===== src/rtl/gpec_pkg.sv =====
package gpec_pkg;
  localparam int unsigned BUS_W  = 32;
  localparam int unsigned ADDR_W = 8;

  localparam logic [ADDR_W-1:0] OFS_RISE_EN = 8'h44;
  localparam logic [ADDR_W-1:0] OFS_FALL_EN = 8'h48;
  localparam logic [ADDR_W-1:0] OFS_PEND    = 8'h80;
  localparam logic [ADDR_W-1:0] OFS_EVT_EN  = 8'h94;
  localparam logic [ADDR_W-1:0] OFS_ACK     = 8'h98;

  // armed edge per pin: up-going with rise arm, down-going with fall arm
  function automatic logic f_edge_hit(input logic cur, input logic prev,
                                      input logic rarm, input logic farm);
    return (cur & ~prev & rarm) | (~cur & prev & farm);
  endfunction

  // sticky update; a fresh edge outranks an acknowledge on the same bit
  function automatic logic [BUS_W-1:0] f_cause_next(input logic [BUS_W-1:0] cause,
                                                    input logic [BUS_W-1:0] hit,
                                                    input logic [BUS_W-1:0] ack);
    return (cause & ~ack) | hit;
  endfunction
endpackage


===== src/rtl/gpec_edge.sv =====
module gpec_edge #(
  parameter int unsigned NPINS = 32
) (
  input  logic             clk,
  input  logic             rst_n,
  input  logic [NPINS-1:0] pin_lvl,
  input  logic [NPINS-1:0] rise_en,
  input  logic [NPINS-1:0] fall_en,
  output logic [NPINS-1:0] hit_o
);
  import gpec_pkg::*;

  logic [NPINS-1:0] prev_q;

  always_ff @(posedge clk or negedge rst_n) begin
    if (!rst_n) prev_q <= '0;
    else        prev_q <= pin_lvl;
  end

  for (genvar g = 0; g < NPINS; g++) begin : g_pin
    assign hit_o[g] = f_edge_hit(pin_lvl[g], prev_q[g], rise_en[g], fall_en[g]);
  end

  // an event never appears on a pin whose level did not change
  p_hit_needs_change_r4: assert property (@(posedge clk) disable iff (!rst_n)
    ((hit_o & ~(pin_lvl ^ prev_q)) == '0));
  // an up-going hit needs the rise arm, a down-going hit the fall arm
  p_hit_direction_r2: assert property (@(posedge clk) disable iff (!rst_n)
    ((hit_o & pin_lvl & ~rise_en) == '0) && ((hit_o & ~pin_lvl & ~fall_en) == '0));
endmodule


===== src/rtl/gpec_regs.sv =====
module gpec_regs #(
  parameter int unsigned NPINS = 32
) (
  input  logic                         clk,
  input  logic                         rst_n,
  input  logic                         wr_en,
  input  logic [gpec_pkg::ADDR_W-1:0]  addr,
  input  logic [gpec_pkg::BUS_W-1:0]   wdata,
  input  logic [NPINS-1:0]             masked_i,
  output logic [NPINS-1:0]             rise_en_o,
  output logic [NPINS-1:0]             fall_en_o,
  output logic [NPINS-1:0]             evt_en_o,
  output logic [NPINS-1:0]             ack_o,
  output logic [gpec_pkg::BUS_W-1:0]   rdata_o
);
  import gpec_pkg::*;

  logic [NPINS-1:0] wbits;
  logic             wr_rise, wr_fall, wr_evt, wr_ack, known_rd;

  assign wbits   = wdata[NPINS-1:0];
  assign wr_rise = wr_en && (addr == OFS_RISE_EN);
  assign wr_fall = wr_en && (addr == OFS_FALL_EN);
  assign wr_evt  = wr_en && (addr == OFS_EVT_EN);
  assign wr_ack  = wr_en && (addr == OFS_ACK);
  assign ack_o   = wr_ack ? wbits : '0;

  always_ff @(posedge clk or negedge rst_n) begin
    if (!rst_n) begin
      rise_en_o <= '0;
      fall_en_o <= '0;
      evt_en_o  <= '0;
    end else begin
      if (wr_rise) rise_en_o <= wbits;
      if (wr_fall) fall_en_o <= wbits;
      if (wr_evt)  evt_en_o  <= wbits;
    end
  end

  always_comb begin
    rdata_o  = '0;
    known_rd = 1'b1;
    case (addr)
      OFS_RISE_EN: rdata_o = BUS_W'(rise_en_o);
      OFS_FALL_EN: rdata_o = BUS_W'(fall_en_o);
      OFS_EVT_EN:  rdata_o = BUS_W'(evt_en_o);
      OFS_PEND:    rdata_o = BUS_W'(masked_i);
      default:     known_rd = 1'b0;
    endcase
  end

  p_mask_write_r8: assert property (@(posedge clk) disable iff (!rst_n)
    wr_rise |=> (rise_en_o == $past(wbits)));
  p_evt_write_r8: assert property (@(posedge clk) disable iff (!rst_n)
    wr_evt |=> (evt_en_o == $past(wbits)));
  p_stray_write_r11: assert property (@(posedge clk) disable iff (!rst_n)
    (wr_en && !wr_rise && !wr_fall && !wr_evt) |=>
      ($stable(rise_en_o) && $stable(fall_en_o) && $stable(evt_en_o)));
  p_stray_read_r11: assert property (@(posedge clk) disable iff (!rst_n)
    !known_rd |-> (rdata_o == '0));
endmodule


===== src/rtl/gpec_cause.sv =====
module gpec_cause #(
  parameter int unsigned NPINS = 32
) (
  input  logic             clk,
  input  logic             rst_n,
  input  logic [NPINS-1:0] hit_i,
  input  logic [NPINS-1:0] ack_i,
  input  logic [NPINS-1:0] evt_en_i,
  output logic [NPINS-1:0] masked_o,
  output logic             irq_o
);
  import gpec_pkg::*;

  logic [NPINS-1:0] cause_q;
  logic [BUS_W-1:0] cause_nxt;
  logic             any_pend;

  assign cause_nxt = f_cause_next(BUS_W'(cause_q), BUS_W'(hit_i), BUS_W'(ack_i));
  assign masked_o  = cause_q & evt_en_i;
  assign any_pend  = |masked_o;

  always_ff @(posedge clk or negedge rst_n) begin
    if (!rst_n) begin
      cause_q <= '0;
      irq_o   <= 1'b0;
    end else begin
      cause_q <= cause_nxt[NPINS-1:0];
      irq_o   <= any_pend;
    end
  end

  p_reset_clear_r1: assert property (@(posedge clk)
    $rose(rst_n) |-> (cause_q == '0 && !irq_o));
  p_sticky_r5: assert property (@(posedge clk) disable iff (!rst_n)
    ((($past(cause_q) & ~$past(ack_i)) & ~cause_q) == '0));
  p_no_spurious_r4: assert property (@(posedge clk) disable iff (!rst_n)
    ((cause_q & ~$past(cause_q) & ~$past(hit_i)) == '0));
  p_ack_clears_r6: assert property (@(posedge clk) disable iff (!rst_n)
    (|(ack_i & ~hit_i)) |=> ((cause_q & $past(ack_i & ~hit_i)) == '0));
  p_edge_wins_r7: assert property (@(posedge clk) disable iff (!rst_n)
    (|hit_i) |=> ((cause_q & $past(hit_i)) == $past(hit_i)));
  p_irq_follows_r9: assert property (@(posedge clk) disable iff (!rst_n)
    any_pend |=> irq_o);
  p_irq_masked_r10: assert property (@(posedge clk) disable iff (!rst_n)
    !any_pend |=> !irq_o);
endmodule


===== src/rtl/gpio_edge_cause.sv =====
module gpio_edge_cause #(
  parameter int unsigned NPINS = 32
) (
  input  logic                        clk,
  input  logic                        rst_n,
  input  logic [NPINS-1:0]            pin_lvl,
  input  logic                        reg_wr_en,
  input  logic [gpec_pkg::ADDR_W-1:0] reg_addr,
  input  logic [gpec_pkg::BUS_W-1:0]  reg_wdata,
  output logic [gpec_pkg::BUS_W-1:0]  reg_rdata,
  output logic                        irq_o
);
  import gpec_pkg::*;

  initial begin
    if (NPINS < 1 || NPINS > BUS_W) $error("NPINS must be 1..%0d", BUS_W);
  end

  logic [NPINS-1:0] rise_en, fall_en, evt_en, ack_vec, hit_vec, masked;

  gpec_regs #(.NPINS(NPINS)) u_regs (
    .clk(clk), .rst_n(rst_n), .wr_en(reg_wr_en), .addr(reg_addr),
    .wdata(reg_wdata), .masked_i(masked), .rise_en_o(rise_en),
    .fall_en_o(fall_en), .evt_en_o(evt_en), .ack_o(ack_vec),
    .rdata_o(reg_rdata)
  );

  gpec_edge #(.NPINS(NPINS)) u_edge (
    .clk(clk), .rst_n(rst_n), .pin_lvl(pin_lvl), .rise_en(rise_en),
    .fall_en(fall_en), .hit_o(hit_vec)
  );

  gpec_cause #(.NPINS(NPINS)) u_cause (
    .clk(clk), .rst_n(rst_n), .hit_i(hit_vec), .ack_i(ack_vec),
    .evt_en_i(evt_en), .masked_o(masked), .irq_o(irq_o)
  );

  // a mask cleared at the register port silences the line within two clocks
  p_evt_off_quiet_r10: assert property (@(posedge clk) disable iff (!rst_n)
    (reg_wr_en && reg_addr == OFS_EVT_EN && reg_wdata == '0) |=> ##1 !irq_o);
endmodule


===== config.mk =====
export PLATFORM = sky130hd
export DESIGN_NAME = gpio_edge_cause
export DESIGN_NICKNAME = d
export VERILOG_FILES = /design/src/rtl/gpec_pkg.sv /design/src/rtl/gpec_edge.sv /design/src/rtl/gpec_regs.sv /design/src/rtl/gpec_cause.sv /design/src/rtl/gpio_edge_cause.sv
export SDC_FILE = /design/constraint.sdc
export NUM_CORES = 1
export LEC_CHECK = 0
export ABC_AREA = 1
export BUFFER_PORTS_ARGS = -buffer_cell sky130_fd_sc_hd__buf_2
export CAP_MARGIN = 20
export CORE_MARGIN = 5
export CORE_UTILIZATION = 40
export DETAILED_ROUTE_END_ITERATION = 10
export PLACE_DENSITY_LB_ADDON = 0.2
export SYNTH_ARGS = -nofsm -noshare
export SYNTH_HDL_FRONTEND = slang
export SYNTH_SLANG_ARGS = --single-unit

===== constraint.sdc =====
create_clock -name clk -period 1.4 [get_ports clk]
set_clock_uncertainty 0.2 [all_clocks]
set_input_delay 0.14 -clock clk [delete_from_list [all_inputs] [get_ports clk]]
set_output_delay 0.14 -clock clk [all_outputs]
set_load 0.01 [all_outputs]

==> reports/metrics.csv <==
stage,metric,value,unit
die,site row count,52,
placed_design,Port Buffers,107,
timing,final setup vio count,32,
timing,Tmin final,1700,ps
drt,drt pass-1 iters,5,
worst_setup_path,critical path type,flop to output pin,
timing,worst rel slew slack,75.7,%
outcome,outcome,"finished, violations left",
drt,via count,7706,
clock_network,Root Buffer,clkbuf_16,
finish,non-filler instance count after layout,1584,
logic_synthesis,multiplexer share of the synthesized area,0,%
pwr,VDD IR max,0.708,mV
placed_design,RePlAce Congestion,0.785,
pwr,Seq pwr share,45.9,%
worst_setup_path,crit path DAT,1360,ps
timing,tightest hold margin,-18.6,ps
timing,actual slew at the worst max-slew pin,365,ps
logic_synthesis,Netlist cell types,22,
outcome,failing checks,"negative hold slack, negative setup slack",
logic_synthesis,Post-Synth XOR/XNOR Area,0,%
logic_synthesis,syn nets,1117,
finish,Fill cells,1871,
worst_setup_path,Reg2Reg Depth,8,
drt,DRT antenna net count,0,
logic_synthesis,Mean Syn Cell Area,7.98,µm²
timing,fraction of the cycle the final worst path needs,122,%
logic_synthesis,Synth warnings,0,
finish,share of cells above drive strength 1,27.2,%
global_routing,largest net degree at the start of global routing,34,
pwr,Pwr Total,12.3,mW
die,initial core utilization,40.8,%
clock_network,Num CTS Buffers,17,
worst_setup_path,Worst R2R Start,u_cause.cause_q[13],
finish,Final #Nets,1376,
worst_setup_path,Required @ worst endpoint,1060,ps
die,width of the chip,154,µm
drt,DRT Wirelength,24100,µm
die,Placeable Area,0.0204,mm²
drt,DR WL/cell,15.2,µm
logic_synthesis,Adder-Cell Fraction of Synth Area,0,%
pwr,leakage,5.88,nW
global_routing,first-pass GRT wire length,38300,µm
finish,Multi-input gate area,0.00355,mm²
drt,initial DRC count,468,
logic_synthesis,async set-reset flop share out of synthesis,100,%
logic_synthesis,number of synthesized flops with an enable pin,0,
pwr,power per standard cell area,1070,mW/mm²
placed_design,DP HPWL,15900,µm
finish,Layout Utilization,56.7,%
logic_synthesis,"Seq/Total Area, Yosys",48.5,%
logic_synthesis,"Top FF cell, synth",dfrtp_1,
global_routing,"Remaining Overflow, GRT",0,
logic_synthesis,complex-gate fraction of the synthesized area,8.19,%
finish,"most common cell after layout, fill and taps aside",nand2_1,
timing,Max Slew Vio Count,0,
logic_synthesis,#FFs+latches synth,161,
timing,fmax,0.587,GHz
die,IO Pins,108,
clock_network,clk buf depth,2,
global_routing,initial antenna violation count,1,
flow_run,max_cap viols,0,
hold_path,Worst Hold Class,input pin to asynchronous set/reset pin,
drt,drt drc,0,
pwr,Pint,9.11,mW
logic_synthesis,simple-gate share of the synthesized area,32.1,%
worst_setup_path,Startpoint Class,flop,
clock_network,clk slew on worst S/H paths,60,ps
finish,"Area growth, synth to finish",38.9,%
die,Die Y,154,µm
pwr,switching share of power,25.9,%
logic_synthesis,largest family of logic cells by synthesized area,simple AND/OR/NAND/NOR gates,
finish,Reg area,0.00403,mm²
pwr,sw power,3.19,mW
drt,routed vias/inst,4.86,
timing,RSZ-0062 raised after global routing,yes,
global_routing,vias in the first global route,7479,
clock_network,htree depth,4,
clock_network,clock tree sinks,161,
worst_setup_path,crit-path max FO,3,
global_routing,Total Routing Usage GR,20.0,%
worst_setup_path,r2r setup slk,50,ps
placed_design,Cells after DPL,1416,
pwr,Comb pwr share,13.2,%
clock_network,Clock Latency Late Sink,420,ps
timing,final hold vios,19,
die,die area,0.0238,mm²
worst_setup_path,Crit. End Element,output pin,
pwr,power share of the clock group,40.9,%
finish,most frequent cells in the layout,"317 x nand2_1, 161 x dfrtp_1, 131 x inv_1",
logic_synthesis,Post-Syn Area,0.00831,mm²
clock_network,CTS tree,built,
worst_setup_path,worst r2r dst,u_cause.irq_o,
logic_synthesis,Synth Instances,1042,
timing,Final WS setup,-305,ps
synthesized netlist by cell type (3+ instances only):
| cell type | n | share of area, % |
|---|---|---|
| a31oi_1 | 32 | 2.4 |
| buf_12 | 4 | 0.96 |
| buf_2 | 28 | 1.7 |
| buf_4 | 5 | 0.45 |
| buf_6 | 8 | 1.1 |
| buf_8 | 4 | 0.72 |
| dfrtp_1 | 161 | 48 |
| inv_1 | 135 | 6.1 |
| inv_2 | 3 | 0.14 |
| nand2_1 | 348 | 16 |
| nand3_1 | 89 | 5.4 |
| nand3_2 | 40 | 4.8 |
| nand3b_1 | 31 | 2.8 |
| nor2_1 | 46 | 2.1 |
| nor2_4 | 4 | 0.54 |
| o21ai_0 | 5 | 0.30 |
| o21ai_1 | 91 | 5.5 |
layout make-up:
| cell class | instances | share of cell area (%) |
|---|---|---|
| multi-input combinational | 692 | 30.7 |
| clock inverter | 11 | 1.54 |
| tap | 270 | 2.92 |
| antenna | 1 | 0.0217 |
| sequential | 161 | 34.9 |
| timing repair buffer | 291 | 21.4 |
| inverter | 138 | 4.48 |
| clock buffer | 20 | 3.95 |
per-stage QoR:
step                      hold slack, ps  setup slack (ps)  instance area (µm²)  TNS [ps]
after global placement              -132              -275                 9460    -30010
after global routing                11.9              -375                11500    -10720
after floorplan                     -356              66.4                 8310         0
after CTS                          -21.1              -321                11100     -8530
after detailed placement            -129              -296                 9460    -31420
final                              -18.6              -305                11500     -7840
worst max-delay path by stage:
stage / endpoint / slack [ps] / from / cells past startpoint
after detailed placement: u_regs.rise_en_o[5] / -300 / reg_addr[0] / 9
final: reg_rdata[23] / -300 / u_regs.evt_en_o[23] / 6
after floorplan: reg_rdata[22] / 70 / reg_addr[4] / 9
after CTS: reg_rdata[23] / -320 / u_regs.evt_en_o[23] / 6
after global routing: reg_rdata[23] / -370 / u_cause.cause_q[23] / 6
after global placement: reg_rdata[21] / -270 / reg_addr[6] / 10
critical path, stage by stage, from the launching register on:
cell and delay [ps]:
dfrtp_1 390, nand2_2 60, nand3b_1 170, nand2_1 90, inv_1 40, nand2_1 60
buf_2 130
power by group through the flow:
stage / logic (mW) / registers, mW / clock network (mW)
3_5_place_dp: 1.20 / 5.67 / 0
3_3_place_gp: 1.16 / 5.67 / 0
4_1_cts: 1.45 / 5.60 / 5.14
6_report: 1.62 / 5.64 / 5.04
5_1_grt: 1.82 / 5.69 / 5.34
2_1_floorplan: 0.680 / 5.56 / 0
kinds of logic (layout without fill, tap and decap cells):
| kind of cell | after synthesis | count (layout) |
|---|---|---|
| buffers and inverters | 189 | 460 |
| AO/OA/AOI/OAI | 128 | 128 |
| AND/OR/NAND/NOR | 564 | 564 |
| other | 0 | 1 |
| flip-flops | 161 | 161 |
metal layers:
metal / vias up / share of wire, % / GRT usage [%] / routed length, µm
met5: - / 0 / 0 / 0
met4: 0 / 1.8 / 5.97 / 435
met3: 27 / 4.9 / 3.82 / 1170
met2: 180 / 48 / 31.9 / 11600
met1: 3673 / 45 / 27.7 / 10900
li1: 3826 / - / - / -
timing repair:
item | CTS | global route
hold buffers | 65 | 0
pin swaps | 35 | 45
gates cloned | 0 | 3
buffers inserted | 46 | 31
endpoints found under the setup margin | 32 | 33
gates resized for setup | 7 | 63
endpoints found under the hold margin | 321 | 0
state kept, by name, indices dropped and copies added (netlist names):
name,cells
u_regs.evt_en_o,32
u_regs.rise_en_o,32
u_edge.prev_q,32
u_cause.irq_o,1
u_regs.fall_en_o,32
u_cause.cause_q,32
Note: power is estimated with default switching activity, not from simulation.
